## src/rtl/exc_entry_ctrl.sv

```systemverilog
module exc_entry_ctrl #(
  parameter int XLEN = 32,
  parameter int NIRQ = 8,
  parameter logic [XLEN-1:0] HANDLER_PC = 32'hC000_0000,
  localparam int IDW = (NIRQ > 1) ? $clog2(NIRQ) : 1
) (
  input  logic            clk,
  input  logic            rst_n,
  input  logic [XLEN-1:0] pc_i,
  input  logic            exc_brk,
  input  logic            exc_sys,
  input  logic            exc_privop,
  input  logic            exc_addr,
  input  logic [NIRQ-1:0] irq,
  input  logic            mask_we,
  input  logic [NIRQ-1:0] mask_wdata,
  input  logic            pend_clr_we,
  input  logic [NIRQ-1:0] pend_clr,
  input  logic            ret_i,
  output logic            redirect_valid,
  output logic [XLEN-1:0] redirect_pc,
  output logic [XLEN-1:0] epc,
  output logic [2:0]      cause,
  output logic [IDW-1:0]  cause_line,
  output logic [NIRQ-1:0] mask,
  output logic [NIRQ-1:0] pending,
  output logic            gie,
  output logic            priv
);
  localparam logic [2:0] C_IRQ  = 3'd0;
  localparam logic [2:0] C_BRK  = 3'd1;
  localparam logic [2:0] C_SYS  = 3'd2;
  localparam logic [2:0] C_PRIV = 3'd3;
  localparam logic [2:0] C_ADDR = 3'd4;

  logic            priv_viol, sync_take, irq_take, take;
  logic [NIRQ-1:0] eligible, deliver;
  logic [IDW-1:0]  irq_sel;
  logic [2:0]      sync_code;

  assign priv_viol = exc_privop & ~priv;
  assign sync_take = exc_brk | exc_sys | priv_viol | exc_addr;
  assign eligible  = pending & mask;
  assign irq_take  = gie & (|eligible) & ~sync_take;
  assign take      = sync_take | irq_take;

  always_comb begin
    irq_sel = '0;
    for (int i = NIRQ - 1; i >= 0; i--)
      if (eligible[i]) irq_sel = IDW'(i);
  end

  assign deliver = irq_take ? (NIRQ'(1) << irq_sel) : '0;

  always_comb begin
    if (exc_brk)        sync_code = C_BRK;
    else if (exc_sys)   sync_code = C_SYS;
    else if (priv_viol) sync_code = C_PRIV;
    else                sync_code = C_ADDR;
  end

  assign redirect_valid = take | ret_i;
  assign redirect_pc    = take ? HANDLER_PC : epc;

  always_ff @(posedge clk) begin
    if (!rst_n) begin
      epc        <= '0;
      cause      <= C_IRQ;
      cause_line <= '0;
      mask       <= '0;
      pending    <= '0;
      gie        <= 1'b0;
      priv       <= 1'b1;
    end else begin
      pending <= (pending & ~(pend_clr_we ? pend_clr : '0) & ~deliver) | irq;
      if (mask_we) mask <= mask_wdata;
      if (take) begin
        epc        <= pc_i;
        cause      <= sync_take ? sync_code : C_IRQ;
        cause_line <= sync_take ? '0 : irq_sel;
        gie        <= 1'b0;
        priv       <= 1'b1;
      end else if (ret_i) begin
        gie  <= 1'b1;
        priv <= 1'b0;
      end
    end
  end
endmodule


```

## config.mk

```make
export PLATFORM = sky130hd
export DESIGN_NAME = exc_entry_ctrl
export DESIGN_NICKNAME = d
export VERILOG_FILES = /design/src/rtl/exc_entry_ctrl.sv
export SDC_FILE = /design/constraint.sdc
export NUM_CORES = 1
export LEC_CHECK = 0
export BUFFER_PORTS_ARGS = -buffer_cell sky130_fd_sc_hd__buf_2
export CAP_MARGIN = 15
export CORE_MARGIN = 1.5
export CORE_UTILIZATION = 46
export CTS_CLUSTER_DIAMETER = 80
export DETAILED_ROUTE_END_ITERATION = 12
export GPL_TIMING_DRIVEN = 0
export PLACE_DENSITY = 0.88
export RECOVER_POWER = 25
export SLEW_MARGIN = 20
export SYNTH_ARGS = -nofsm -noshare
export SYNTH_HDL_FRONTEND = slang
export SYNTH_SLANG_ARGS = --single-unit
```

## constraint.sdc

```tcl
create_clock -name clk -period 2.5 [get_ports clk]
set_input_delay 0.5 -clock clk [delete_from_list [all_inputs] [get_ports clk]]
set_output_delay 0.5 -clock clk [all_outputs]
set_load 0.01 [all_outputs]
```

After elaboration in Yosys (flattened, before gate mapping)
Cells that the tools add are included.
- latch bits: 0
- memories: 0
- memory bits (read-only): 0
- flip-flop bits (word level): 56
- input bits: 65
- RAM bits: 0
- output and inout bits: 89
- shift-type cells: 1
- bitwise operators: 17
- equality and inequality tests: 0
- multipliers: 0
- mux-type cells: 16
- reductions and logical operators: 2
- div/mod/pow operators: 0
- add/sub/neg operators: 0
- $lt $le $gt $ge: 0
- operators with widths (kind ; number):
    two-way mux 3 bit ; 13
    two-way mux 32 bit ; 1
    bitwise AND 8 bit ; 3
    two-way mux 8 bit ; 2
    inverter 8 bit ; 2
    OR 8 bit ; 1
    OR reduction 8 bit ; 1
    << shifter 1 x 3 -> 8 bit, first input constant ; 1
    OR 1 bit ; 5
    bitwise AND 1 bit ; 3
    inverter 1 bit ; 3
    OR reduction 2 bit ; 1

Logic depth before layout (Yosys ltp)
- word-level depth: 14
- mapped depth: 7

Least setup slack after synthesis
OpenSTA, ideal clock, no wires.
- path kind: input to output
- start: input port exc_privop
- end: output port redirect_pc[30]
- stages on the path: 6
- arrival time: 1.451 ns
- slack: 0.549 ns
- path through: nor2b_1 -> nor4_2 -> and2_4 -> buf_6 -> buf_6 -> nand2b_1
- cells in the longest elaborated chain, start to end: 7
- RTL lines (element ; RTL line ; source):
    start: declaration ; 12 ; input logic exc_privop,
    bitwise AND 1 bit * ; 41 ; assign priv_viol = exc_privop & ~priv;
    OR 1 bit * (2 in series) ; 42 ; assign sync_take = exc_brk | exc_sys | priv_viol | exc_addr;
    inverter 1 bit ; 44 ; assign irq_take = gie & (|eligible) & ~sync_take;
    bitwise AND 1 bit ; 44 ;
    OR 1 bit * ; 45 ; assign take = sync_take | irq_take;
    two-way mux 32 bit * ; 63 ; assign redirect_pc = take ? HANDLER_PC : epc;
    end: declaration ; 21 ; output logic [XLEN-1:0] redirect_pc,
Mark *: on every way between the ends. The rest lies on a longest branch, timed or not.

Worst setup path in the final report
- start: register mask[5]
- end: output port redirect_pc[30]
- cells in the longest elaborated chain, start to end: 6
- RTL lines (element ; RTL line ; source):
    start: declaration ; 25 ; output logic [NIRQ-1:0] mask,
    start signal: assignment ; 76 ; if (mask_we) mask <= mask_wdata;
    bitwise AND 8 bit ; 43 ; assign eligible = pending & mask;
    OR reduction 8 bit ; 44 ;
    bitwise AND 1 bit (2 in series) ; 44 ;
    OR 1 bit ; 45 ;
    two-way mux 32 bit ; 63 ;
Every way passes these cells.

==> results.md <==
- Hold-fix buffers, CTS: 0
- Register area share after synthesis: 44.1%
- Slew HR: 59.3%
- Yosys warnings: 0
- Internal reg-to-reg setup slack: 0.72 ns
- Slack of the critical path: 0.0542 ns
- Hold Vio Cnt, Final: 0
- Crit path largest cell delay: 0.35 ns
- Wire length per cell: 13.7 µm
- Netlist Area Pre-Place: 2540 µm²
- CP Max Fanout: 10
- RR Startpoint: mask[5]
- Family with the most delay on the worst path: compound AO/OA/AOI/OAI gates
- First-pass GRT wire length: 11900 µm
- TritonCTS clock tree: yes
- TritonCTS Buffers: 5
- Req. time, crit path: 2.00 ns
- Async SR Flop Fraction: 0%
- PortBufs: 151
- Worst min path class: in2reg
- Post-Layout Cell Count: 544
- DR iter-0 viols: 152
- Fraction of final layout cells with drive strength greater than 1: 33.1%
- Clock Skew: 0.00864 ns
- Row count: 26
- DRC: 0
- Kind of critical path: reg2out
- Vias: 2803
- Slowest-stage cell, CP: dfxtp_1
- Initial core utilization: 48.8%
- CP Buf/Inv Count: 3
- CP endpoint kind: output pin
- Post-Synthesis Cells: 312
- I/O pins: 154
- Post-synth cell types: 36
- Hold Path End: pending[3]
- Crit Reg-Reg Endpoint: epc[13]
- Largest net degree at the start of global routing: 17
- Synth area leaders: dfxtp_1 44%, nand2_1 8.4%, nand3_1 7.7%, and3_1 7.4%, o21ai_1 6.3%
- Final ANT Viol Nets: 0
- Critical Path, Cell by Cell: a22oi_2 -> a41o_2 -> and2_4 -> buf_6 -> buf_6 -> nand2b_1 -> buf_2
- Root Buffer: clkbuf_8
- Max Cap Viol: 0
- Placed Cells: 533
- CTS Buffer Depth: 2
- Worst Hold Depth: 2
- Fill count: 458
- Final period util: 97.8%
- # clock sinks: 56
- Vias per Instance: 5.15
- Syn avg cell area: 8.14 µm²
- Nets: 538
- P_leak: 1.77 nW
- DP Wirelength: 5760 µm
- GRT Total Usage: 24.5%
- Vias in the first global route: 2576
- Fin util: 67.1%
- Core footprint: 5200 µm²
- Initial antenna violation count: 0
- Hold path start: irq[3]
- Die height: 77.3 µm
- First drt pass iteration count: 4
- Clock slew at reported path FFs: 0.10 ns
- Status: completed
- Worst VDD drop: 340 µV
- Tmin final: 2.45 ns
- H-tree depth: 2
- Die footprint: 5980 µm²
- Clk Latency, worst-skew pair: 0.30 ns
- Diodes inserted: 0
- F_max: 409 MHz
- Top FF cell, synth: dfxtp_1
- Die width: 77.3 µm
- Post-synth top area share: 44.1%
- EDFF count, synth: 0
- Syn Nets: 377
- Worst-Margin Slew: 0.611 ns
- Crit path launch type: flop
- Critical path's most frequent cell: buf_6
- Crit path launch: mask[5]
- Worst-case reg-to-reg path depth: 5
- Pre-CTS WS: 0.0227 ns
- Layout area overhead: 37.4%
- Gpl congestion: 0.826
- Detailed Route WL: 7460 µm
- Top cell type by total area after synthesis: dfxtp_1
- Critical Path AT: 1.95 ns
- Synthesized flop and latch total: 56
- PD cells: 516 nW/µm²
- Setup violators final: 0
- Remaining global-route overflow: 0
- Max Transition Viols Final: 0
-- logic make-up (layout without fill, tap and decap cells) --
group / after synthesis / after routing / synth area share, %
buf+inv: 28 / 190 / 5.51
flops: 56 / 56 / 44.1
simple gates: 155 / 155 / 31.4
compound gates: 65 / 65 / 15.8
mux: 8 / 8 / 3.15
-- state kept, by name, summed over array words and instances (netlist names) --
name,cells
epc,32
mask,8
pending,8
cause,3
cause_line,3
gie,1
priv,1
-- routing by layer --
metal / share of wire, % / vias up / global-route usage, %
li1: - / 1407 / -
met1: 42 / 1253 / 30.2
met2: 49 / 135 / 43.6
met3: 7.9 / 8 / 5.36
met4: 1.0 / 0 / 4.73
met5: 0 / - / 0
-- layout make-up --
type                       count  area [µm²]  share of cell area (%)
clock inverter                 1        7.51                   0.215
multi-input combinational    228        1300                    37.2
sequential                    56        1120                    32.1
clock buffer                   7        86.3                    2.47
timing repair buffer         154         744                    21.3
buffer                        25         133                    3.80
inverter                       3        11.3                   0.323
tap                           70        87.6                    2.51
-- through the flow --
step,hold WS (ns),setup TNS (ns),power (W),area (µm²)
after detailed placement,0.448,0,0.00132,3380
after global placement,0.437,0,0.00131,3380
after floorplan,0.475,0,0.00116,2540
after global routing,0.401,-0.0598,0.00189,3490
final,0.402,0,0.00180,3490
after CTS,0.398,0,0.00182,3490
-- where the power goes --
group | total [W] | leakage, nW | switching (W) | internal [W]
logic | 0.000308 | 1.26 | 0.000169 | 0.000139
clock network | 0.000504 | 0.0445 | 0.000278 | 0.000226
registers | 0.000991 | 0.464 | 0.0000456 | 0.000945
-- repair_timing --
action | CTS | global route
setup buffers | 0 | 3
setup endpoints to repair | 1 | 31
resized for setup | 2 | 8
pin swaps | 1 | 1
-- Yosys cell counts, types with 2 or more instances --
library cell / n
o21ai_1: 32
buf_2: 4
a31oi_1: 4
and3_1: 30
a22oi_1: 3
nand2_1: 57
dfxtp_1: 56
o21ai_0: 3
a21boi_0: 3
nand3_1: 39
buf_6: 2
inv_1: 3
a21oi_1: 6
nor2b_1: 11
mux2i_1: 8
nor2_1: 6
buf_4: 4
o21a_1: 5
nand2b_1: 5
clkbuf_1: 15
-- worst max-delay path by stage --
stage                            endpoint  slack (ns)  cells after the start
after floorplan           redirect_pc[30]        0.55                      6
after global placement    redirect_pc[30]        0.04                      8
after detailed placement  redirect_pc[30]        0.02                      8
after CTS                 redirect_pc[30]       0.008                      7
after global routing      redirect_pc[30]       -0.06                      7
final                     redirect_pc[30]        0.05                      7
-- placed cells by master (no fill, tap or decap), drive strengths merged, types with 2 or more instances in the layout --
cell type  count
buf          137
a21oi          6
nor2b         11
nand2         57
inv            3
nor2           6
clkbuf        49
nand2b         5
o21ai         35
dfxtp         56
nand3         39
mux2i          8
nor3           2
a21boi         4
a22oi          4
nor4           2
and3          30
a31oi          5
o21a           5
Power figures use the tool's default switching activity.
